File: src/rtl/i2c_quad_pkg.sv
package i2c_quad_pkg;

    localparam int BYTE_W = 8;

    typedef enum logic [2:0] {
        ST_IDLE,
        ST_RX,
        ST_ACKPEND,
        ST_ACK,
        ST_TX,
        ST_MACK,
        ST_TXLOAD,
        ST_WAIT
    } ctl_state_e;

    typedef enum logic [1:0] {
        PH_ID,
        PH_ADDR,
        PH_DATA
    } byte_phase_e;

    typedef enum logic [1:0] {
        NX_RX,
        NX_TX,
        NX_WAIT
    } after_ack_e;

endpackage

File: src/rtl/i2c_line_monitor.sv
module i2c_line_monitor (
    input  logic clk,
    input  logic rst_n,
    input  logic scl_i,
    input  logic sda_i,
    output logic scl_rise,
    output logic scl_fall,
    output logic start_det,
    output logic stop_det
);
    logic scl_q, sda_q;

    always_ff @(posedge clk or negedge rst_n) begin
        if (!rst_n) begin
            scl_q <= 1'b1;
            sda_q <= 1'b1;
        end else begin
            scl_q <= scl_i;
            sda_q <= sda_i;
        end
    end

    always_comb begin
        scl_rise  = scl_i & ~scl_q;
        scl_fall  = ~scl_i & scl_q;
        start_det = scl_i & scl_q & sda_q & ~sda_i;
        stop_det  = scl_i & scl_q & ~sda_q & sda_i;
    end
endmodule

File: src/rtl/setting_bank.sv
module setting_bank #(
    parameter int NUM_REGS  = 4,
    parameter int PTR_W     = 2,
    parameter logic [i2c_quad_pkg::BYTE_W-1:0] RESET_VAL = 8'h80
) (
    input  logic                                  clk,
    input  logic                                  rst_n,
    input  logic                                  wr_en,
    input  logic [PTR_W-1:0]                      wr_idx,
    input  logic [i2c_quad_pkg::BYTE_W-1:0]       wr_data,
    input  logic [PTR_W-1:0]                      rd_idx,
    output logic [i2c_quad_pkg::BYTE_W-1:0]       rd_data,
    output logic [NUM_REGS*i2c_quad_pkg::BYTE_W-1:0] vals_o
);
    import i2c_quad_pkg::*;

    logic [BYTE_W-1:0] val_q [NUM_REGS];

    for (genvar gi = 0; gi < NUM_REGS; gi++) begin : g_reg
        logic [BYTE_W-1:0] val_d;
        always_comb begin
            val_d = val_q[gi];
            if (wr_en && (int'(wr_idx) == gi)) val_d = wr_data;
        end
        always_ff @(posedge clk or negedge rst_n) begin
            if (!rst_n) val_q[gi] <= RESET_VAL;
            else        val_q[gi] <= val_d;
        end
        assign vals_o[gi*BYTE_W +: BYTE_W] = val_q[gi];
    end

    always_comb begin
        rd_data = val_q[0];
        for (int i = 0; i < NUM_REGS; i++) begin
            if (int'(rd_idx) == i) rd_data = val_q[i];
        end
    end
endmodule

File: src/rtl/i2c_quad_setting_ctrl.sv
module i2c_quad_setting_ctrl #(
    parameter int NUM_REGS = 4,
    parameter logic [i2c_quad_pkg::BYTE_W-1:0] RESET_VAL = 8'h80,
    parameter logic [4:0] ID_PREFIX = 5'b01010
) (
    input  logic                                     clk,
    input  logic                                     rst_n,
    input  logic                                     scl_i,
    input  logic                                     sda_i,
    input  logic [1:0]                               strap_i,
    output logic                                     sda_oe_o,
    output logic [NUM_REGS*i2c_quad_pkg::BYTE_W-1:0] wiper_o
);
    import i2c_quad_pkg::*;

    localparam int PTR_W = (NUM_REGS > 1) ? $clog2(NUM_REGS) : 1;
    localparam int CNT_W = $clog2(BYTE_W);
    localparam logic [CNT_W-1:0] BIT_LAST = CNT_W'(BYTE_W - 1);
    localparam logic [PTR_W-1:0] PTR_LAST = PTR_W'(NUM_REGS - 1);

    typedef struct packed {
        ctl_state_e        st;
        byte_phase_e       ph;
        after_ack_e        nx;
        logic [CNT_W-1:0]  cnt;
        logic [BYTE_W-1:0] sr;
        logic [PTR_W-1:0]  ptr;
        logic              oe;
    } ctl_t;

    ctl_t ctl_d, ctl_q;

    logic scl_rise, scl_fall, start_det, stop_det;
    logic              wr_en;
    logic [BYTE_W-1:0] rx_byte;
    logic [BYTE_W-1:0] rd_data;
    logic              id_ok, addr_ok;

    i2c_line_monitor u_line (
        .clk       (clk),
        .rst_n     (rst_n),
        .scl_i     (scl_i),
        .sda_i     (sda_i),
        .scl_rise  (scl_rise),
        .scl_fall  (scl_fall),
        .start_det (start_det),
        .stop_det  (stop_det)
    );

    setting_bank #(
        .NUM_REGS  (NUM_REGS),
        .PTR_W     (PTR_W),
        .RESET_VAL (RESET_VAL)
    ) u_bank (
        .clk     (clk),
        .rst_n   (rst_n),
        .wr_en   (wr_en),
        .wr_idx  (ctl_q.ptr),
        .wr_data (rx_byte),
        .rd_idx  (ctl_q.ptr),
        .rd_data (rd_data),
        .vals_o  (wiper_o)
    );

    assign rx_byte = {ctl_q.sr[BYTE_W-2:0], sda_i};
    assign id_ok   = (rx_byte[7:3] == ID_PREFIX) && (rx_byte[2:1] == strap_i);
    assign addr_ok = int'(rx_byte) < NUM_REGS;

    always_comb begin
        ctl_d = ctl_q;
        wr_en = 1'b0;
        if (start_det) begin
            ctl_d.st  = ST_RX;
            ctl_d.ph  = PH_ID;
            ctl_d.cnt = '0;
            ctl_d.oe  = 1'b0;
        end else if (stop_det) begin
            ctl_d.st  = ST_IDLE;
            ctl_d.cnt = '0;
            ctl_d.oe  = 1'b0;
        end else begin
            unique case (ctl_q.st)
                ST_RX: begin
                    if (scl_rise) begin
                        ctl_d.sr  = rx_byte;
                        ctl_d.cnt = ctl_q.cnt + 1'b1;
                        if (ctl_q.cnt == BIT_LAST) begin
                            ctl_d.cnt = '0;
                            ctl_d.st  = ST_WAIT;
                            unique case (ctl_q.ph)
                                PH_ID: begin
                                    if (id_ok) begin
                                        ctl_d.st = ST_ACKPEND;
                                        ctl_d.ph = PH_ADDR;
                                        ctl_d.nx = rx_byte[0] ? NX_TX : NX_RX;
                                    end
                                end
                                PH_ADDR: begin
                                    if (addr_ok) begin
                                        ctl_d.st  = ST_ACKPEND;
                                        ctl_d.ph  = PH_DATA;
                                        ctl_d.nx  = NX_RX;
                                        ctl_d.ptr = rx_byte[PTR_W-1:0];
                                    end
                                end
                                PH_DATA: begin
                                    wr_en    = 1'b1;
                                    ctl_d.st = ST_ACKPEND;
                                    ctl_d.nx = NX_WAIT;
                                end
                                default: ctl_d.st = ST_WAIT;
                            endcase
                        end
                    end
                end
                ST_ACKPEND: begin
                    if (scl_fall) begin
                        ctl_d.oe = 1'b1;
                        ctl_d.st = ST_ACK;
                    end
                end
                ST_ACK: begin
                    if (scl_fall) begin
                        unique case (ctl_q.nx)
                            NX_TX: begin
                                ctl_d.sr  = rd_data;
                                ctl_d.oe  = ~rd_data[BYTE_W-1];
                                ctl_d.cnt = '0;
                                ctl_d.st  = ST_TX;
                            end
                            NX_RX: begin
                                ctl_d.oe  = 1'b0;
                                ctl_d.cnt = '0;
                                ctl_d.st  = ST_RX;
                            end
                            default: begin
                                ctl_d.oe = 1'b0;
                                ctl_d.st = ST_WAIT;
                            end
                        endcase
                    end
                end
                ST_TX: begin
                    if (scl_fall) begin
                        if (ctl_q.cnt == BIT_LAST) begin
                            ctl_d.oe  = 1'b0;
                            ctl_d.cnt = '0;
                            ctl_d.st  = ST_MACK;
                            ctl_d.ptr = (ctl_q.ptr == PTR_LAST) ? '0 : ctl_q.ptr + 1'b1;
                        end else begin
                            ctl_d.sr  = {ctl_q.sr[BYTE_W-2:0], 1'b0};
                            ctl_d.oe  = ~ctl_q.sr[BYTE_W-2];
                            ctl_d.cnt = ctl_q.cnt + 1'b1;
                        end
                    end
                end
                ST_MACK: begin
                    if (scl_rise) ctl_d.st = sda_i ? ST_WAIT : ST_TXLOAD;
                end
                ST_TXLOAD: begin
                    if (scl_fall) begin
                        ctl_d.sr  = rd_data;
                        ctl_d.oe  = ~rd_data[BYTE_W-1];
                        ctl_d.cnt = '0;
                        ctl_d.st  = ST_TX;
                    end
                end
                default: ctl_d = ctl_q;
            endcase
        end
    end

    always_ff @(posedge clk or negedge rst_n) begin
        if (!rst_n) begin
            ctl_q <= '{st: ST_IDLE, ph: PH_ID, nx: NX_WAIT, cnt: '0,
                       sr: '0, ptr: '0, oe: 1'b0};
        end else begin
            ctl_q <= ctl_d;
        end
    end

    assign sda_oe_o = ctl_q.oe;
endmodule

File: config.mk
export PLATFORM = sky130hd
export DESIGN_NAME = i2c_quad_setting_ctrl
export DESIGN_NICKNAME = d
export VERILOG_FILES = /design/src/rtl/i2c_quad_pkg.sv /design/src/rtl/i2c_line_monitor.sv /design/src/rtl/setting_bank.sv /design/src/rtl/i2c_quad_setting_ctrl.sv
export SDC_FILE = /design/constraint.sdc
export NUM_CORES = 1
export LEC_CHECK = 0
export BUFFER_PORTS_ARGS = -buffer_cell sky130_fd_sc_hd__buf_4
export CAP_MARGIN = 20
export CORE_ASPECT_RATIO = 1.5
export CORE_UTILIZATION = 50
export DETAILED_ROUTE_END_ITERATION = 8
export GPL_TIMING_DRIVEN = 0
export PLACE_DENSITY = 0.71
export REMOVE_ABC_BUFFERS = 1
export SYNTH_ARGS = -nofsm -noshare
export SYNTH_HDL_FRONTEND = slang
export SYNTH_SLANG_ARGS = --single-unit
export TNS_END_PERCENT = 10
File: constraint.sdc
create_clock -name clk -period 2.7 [get_ports clk]
set_input_delay 0.405 -clock clk [delete_from_list [all_inputs] [get_ports clk]]
set_output_delay 0.405 -clock clk [all_outputs]
set_load 0.02 [all_outputs]
Yosys cells after proc, flatten, opt, wreduce, memory -nomap -nowiden
Cells that the tools add are included.

Add/sub/neg operators: 2. Equality and inequality tests: 40. Bitwise logic cells: 15. $lt $le $gt $ge: 1. Reductions and logical operators: 26. Mux-type cells: 54.

Operators by type and width (number): $pmux 11 s4 (1); $mux 8 (5); $ne 4x4->1 const B (9); $mux 3 (11); $reduce_and 9->1 (3); $mux 11 (2); $ne 2x2->1 const B (11); $mux 20 (1); $pmux 3 s6 (1); $mux 1 (15); $mux 14 (1); $mux 7 (2); $eq 3x3->1 const B (4); $reduce_bool 6->1 (2); $mux 10 (1); $mux 2 (5); $pmux 3 s3 (1); $eq 2x2->1 const B (4); $lt 8x3->1 const B (1); $mux 4 (2); $not 1->1 (8); $pmux 2 s2 (2); $reduce_and 8->1 (1); $reduce_bool 2->1 (4); 23 further kinds (41).

Logic and storage cells: 151. Flip-flop bits (word level): 54. Bits of input ports: 6. Output and inout port bits: 33.

Longest topological paths before layout
Depth in word-level cells: 10. Mapped depth: 9. Gate-level depth less buffers: 7.

Cells and area by module
A second synthesis with hierarchy kept.

Cells, all modules: 253. Area total of the unflattened synthesis: 2975.4 um^2.

Modules (own cells, without submodules): i2c_quad_setting_ctrl (area an instance 1483.9 um^2, seq. area each 501.7 um^2, instances 1, cells each 169); setting_bank (area an instance 1406.3 um^2, seq. area each 805.8 um^2, instances 1, cells each 78); i2c_line_monitor (area an instance 85.1 um^2, seq. area each 52.6 um^2, instances 1, cells each 6).

Worst setup path after synthesis
No wires, ideal clock.

Path kind: register to register. From: reg ctl_q[11] (netlist name). To: reg ctl_q[16] (netlist name). Setup slack: 0.625 ns. Buffers on the path: 1. Cell stages (with the launch flop): 9. Arrival time: 1.947 ns. Required time: 2.572 ns. Setup time: 0.128 ns. Period minus slack after synthesis: 2.075 ns. Path through: dfrtp_1 ha_1 ha_1 and3b_1 and3_1 buf_2 o21a_1 a31oi_2 mux2_1.

Cells in the longest elaborated chain, start to end: 3.

RTL lines: start: declaration (line i2c_quad_setting_ctrl.sv:31) `ctl_t ctl_d, ctl_q;`; start signal: assignment (line i2c_quad_setting_ctrl.sv:175) `ctl_q <= '{st: ST_IDLE, ph: PH_ID, nx: NX_WAIT, cnt: '0,`; start signal: assignment (line i2c_quad_setting_ctrl.sv:178) `ctl_q <= ctl_d;`; $eq 3x3->1 (line i2c_quad_setting_ctrl.sv:87) `if (ctl_q.cnt == BIT_LAST) begin`; $reduce_bool 2->1 (no line); $reduce_and 7->1 (no line).

Every way passes these cells. A chain may end at the register's enable or synchronous reset.

Worst setup path after layout
From: reg ctl_q[11] (netlist name). To: reg u_bank.val_q (netlist bit u_bank.vals_o[1]).

Cells in the longest elaborated chain, start to end: 7.

RTL lines: $eq 3x3->1 (line i2c_quad_setting_ctrl.sv:87); $mux 1 (line i2c_quad_setting_ctrl.sv:87); $mux 1 (line i2c_quad_setting_ctrl.sv:84) `if (scl_rise) begin`; $mux 1 (line i2c_quad_setting_ctrl.sv:82) `unique case (ctl_q.st)`; $mux 1 (line i2c_quad_setting_ctrl.sv:77) `end else if (stop_det) begin`; $mux 1 (line i2c_quad_setting_ctrl.sv:72) `if (start_det) begin`; $logic_and 1x1->1 (line setting_bank.sv:23) `if (wr_en && (int'(wr_idx) == gi)) val_d = wr_data;`; end signal: indexed assignment (line setting_bank.sv:27) `else val_q[gi] <= val_d;`; end: declaration (line setting_bank.sv:17) `logic [BYTE_W-1:0] val_q [NUM_REGS];`.

Every way passes these cells.

==> impl_metrics.json <==
{
  "status": "finished clean",
  "drt_first_pass_iters": 4,
  "drcViolationCount": 0,
  "final_common_cell": "dfrtp_1",
  "combinationalPowerShare_pct": 24.7,
  "max_freq_mhz": 400,
  "layout_common_cells": "dfrtp_1 (47), mux2_2 (39), buf_4 (38), nor2_1 (19)",
  "ctsHoldBuffers": 0,
  "drv_cap": 0,
  "ioPinCount": 39,
  "rsz0062_at_grt": "false",
  "cts_sinks": 54,
  "p_leak_nw": 1.58,
  "htreeDepth": 2,
  "synth_top_flop_cell": "dfrtp_1",
  "layout_setup_ws_ns": 0.202,
  "cts_tree": "done",
  "dp_hpwl_mm": 4.83,
  "root_buffer": "clkbuf_8",
  "area_growth_pct": 14.3,
  "use_met1_pct": 27.7,
  "clockPowerShare_pct": 22.9,
  "place_worst_setup_slack_ns": 0.198,
  "die_w_um": 65.3,
  "antenna_found_initial": 0,
  "clock_latency_ns": 0.30,
  "setup_viol": 0,
  "grt_usage_pct": 22.9,
  "dr.first_iter.drc_count": 121,
  "min_period_over_period_pct": 92.5,
  "synth-edff-count": 0,
  "synth-seq-area-share_pct": 45.3,
  "power_density_nw_per_um2": 618,
  "antenna_cells": 0,
  "syn_area_um2": 3000,
  "start_util_pct": 51.9,
  "ys_async_sr_fraction_pct": 100,
  "crit_fanout": 8,
  "die_area_um2": 6330,
  "fin_tns_setup_ns": 0,
  "cts_setup_buffers": 0,
  "synth.avg_cell_area_um2": 10.8,
  "gp_congestion": 0.893,
  "vdd_drop_max_v": 0.000458,
  "yosys.area.top_type": "dfrtp_1",
  "crit_path_end_kind": "flop",
  "slew_viol_final": 0,
  "finalHoldViolCount": 0,
  "tightest_slew_ns": 0.835,
  "yosys_register_bits": 54,
  "core_area_um2": 5790,
  "finClkSkew_ns": 0.00549,
  "met2_usage_pct": 39.7,
  "via_count": 2221,
  "power.total_mw": 2.12,
  "syn_inst": 279,
  "grt-busiest-layer": "met2",
  "wirelength_mm": 6.67,
  "path_clk_slew_ns": 0.10,
  "grt_pass1_wl_mm": 11.2,
  "slew_headroom_pct": 44.3,
  "port_buffers": 38,
  "grt-ovfl-total": 0,
  "seqPwrFrac_pct": 52.4,
  "wire_per_inst_um": 17.3,
  "fp.dieH_um": 96.9,
  "switchingPower_uw": 788,
  "fin_nets": 329,
  "post_cts_resize_count": 0,
  "final_layout_size_suffix_gt1_share_pct": 32.6,
  "grt_pass1_vias": 2354,
  "ys.warnings.count": 0,
  "arrival_ns": 2.70,
  "cp.required_ns": 2.90,
  "p_int_mw": 1.33,
  "ant_nets": 0,
  "path_class": "flop to flop",
  "grtUsageMet3_pct": 3.07,
  "final_util_pct": 59.3,
  "cp-start-kind": "flop",
  "num_rows": 34,
  "hold_path.class": "input port to asynchronous set/reset pin",
  "p_sw_share_pct": 37.1,
  "synth.distinct_cells": 45,
  "period_minus_slack_ns": 2.50,
  "synth_area_leaders": "dfrtp_1 (39%), mux2_2 (15%), dfstp_2 (6.1%), ha_1 (4.6%), mux2i_1 (3.0%)",
  "cts_buffer_depth": 2,
  "synth_top_area_share_pct": 39.2,
  "cts_made_buffers": 5,
  "via_per_inst": 5.77,
  "grt_max_degree": 55
}
## synth_stat cells, drive strengths merged, types with 4 or more instances
cell / count
clkbuf: 9
nand3: 12
mux2i: 9
a31oi: 4
dfrtp: 47
ha: 11
buf: 4
dfstp: 7
nand2b: 11
mux2: 44
inv: 5
nand2: 18
o21a: 4
a22oi: 8
nor2: 19
a21oi: 17
nor2b: 4
o21ai: 19
## power by group through the flow
stage          Clock, mW  Combinational [mW]  Sequential (mW)
6_report           0.486               0.524             1.11
5_1_grt            0.520               0.605             1.14
4_1_cts            0.489               0.521             1.11
3_5_place_dp           0               0.518             1.13
3_3_place_gp           0               0.499             1.12
2_1_floorplan          0               0.390             1.06
## worst max-delay path, cell delays in order (launching register included)
cell,delay (ns)
dfrtp_1,0.39
ha_1,0.16
ha_1,0.30
and3b_1,0.24
and3_1,0.37
nand3_1,0.49
mux2_2,0.45
## through the flow
stage               cells  hold slack [ns]  instance area, um^2
floorplan             266            0.109                 2950
global placement      376            0.492                 3330
detailed placement    377            0.491                 3330
CTS                   385            0.163                 3430
global route          385            0.188                 3430
finish                385            0.127                 3430
## path summary, 6_finish.rpt
check                                     to               from  cells after the start  slack [ns]
max reg2reg                 u_bank.vals_o[1]          ctl_q[11]                      6        0.20
min                                ctl_q[20]              rst_n                      1        0.13
max                         u_bank.vals_o[1]          ctl_q[11]                      6        0.20
max in group asynchronous   u_bank.vals_o[6]              rst_n                      1        2.11
min reg2reg                u_bank.vals_o[13]  u_bank.vals_o[13]                      1        0.54
min in group clk                u_line.scl_q              scl_i                      1        0.24
## cell families (layout without fill, tap and decap cells)
| group | after synthesis | count (layout) | share of synthesized area, % |
|---|---|---|---|
| and+or+nand+nor | 79 | 79 | 14.6 |
| xor gates and xnor gates | 3 | 3 | 0.875 |
| muxes | 53 | 53 | 19.7 |
| adders and majority gates | 11 | 11 | 4.58 |
| buffers and inverters | 18 | 52 | 2.42 |
| DFF | 54 | 54 | 45.3 |
| AOI/OAI and AO/OA | 61 | 61 | 12.5 |
## per-layer routing
| metal | vias to the layer above | wire [um] |
|---|---|---|
| li1 | 1078 | - |
| met1 | 1075 | 2710 |
| met2 | 52 | 3560 |
| met3 | 16 | 181 |
| met4 | 0 | 221 |
| met5 | - | 0 |
## sequential cells by signal, summed over array words and instances, names as in the netlist
register	flops
u_line.scl_q	1
ctl_q	19
u_bank.vals_o	32
u_line.sda_q	1
sda_oe_o	1
## layout make-up
| class | instances | area [um^2] |
|---|---|---|
| multi-input combinational | 207 | 1580 |
| timing repair buffer | 39 | 290 |
| clock inverter | 2 | 16.3 |
| inverter | 5 | 18.8 |
| clock buffer | 6 | 82.6 |
| sequential | 54 | 1360 |
| tap | 72 | 90.1 |
| fill | 539 | 2350 |
Note: power is estimated with default switching activity, not from simulation.
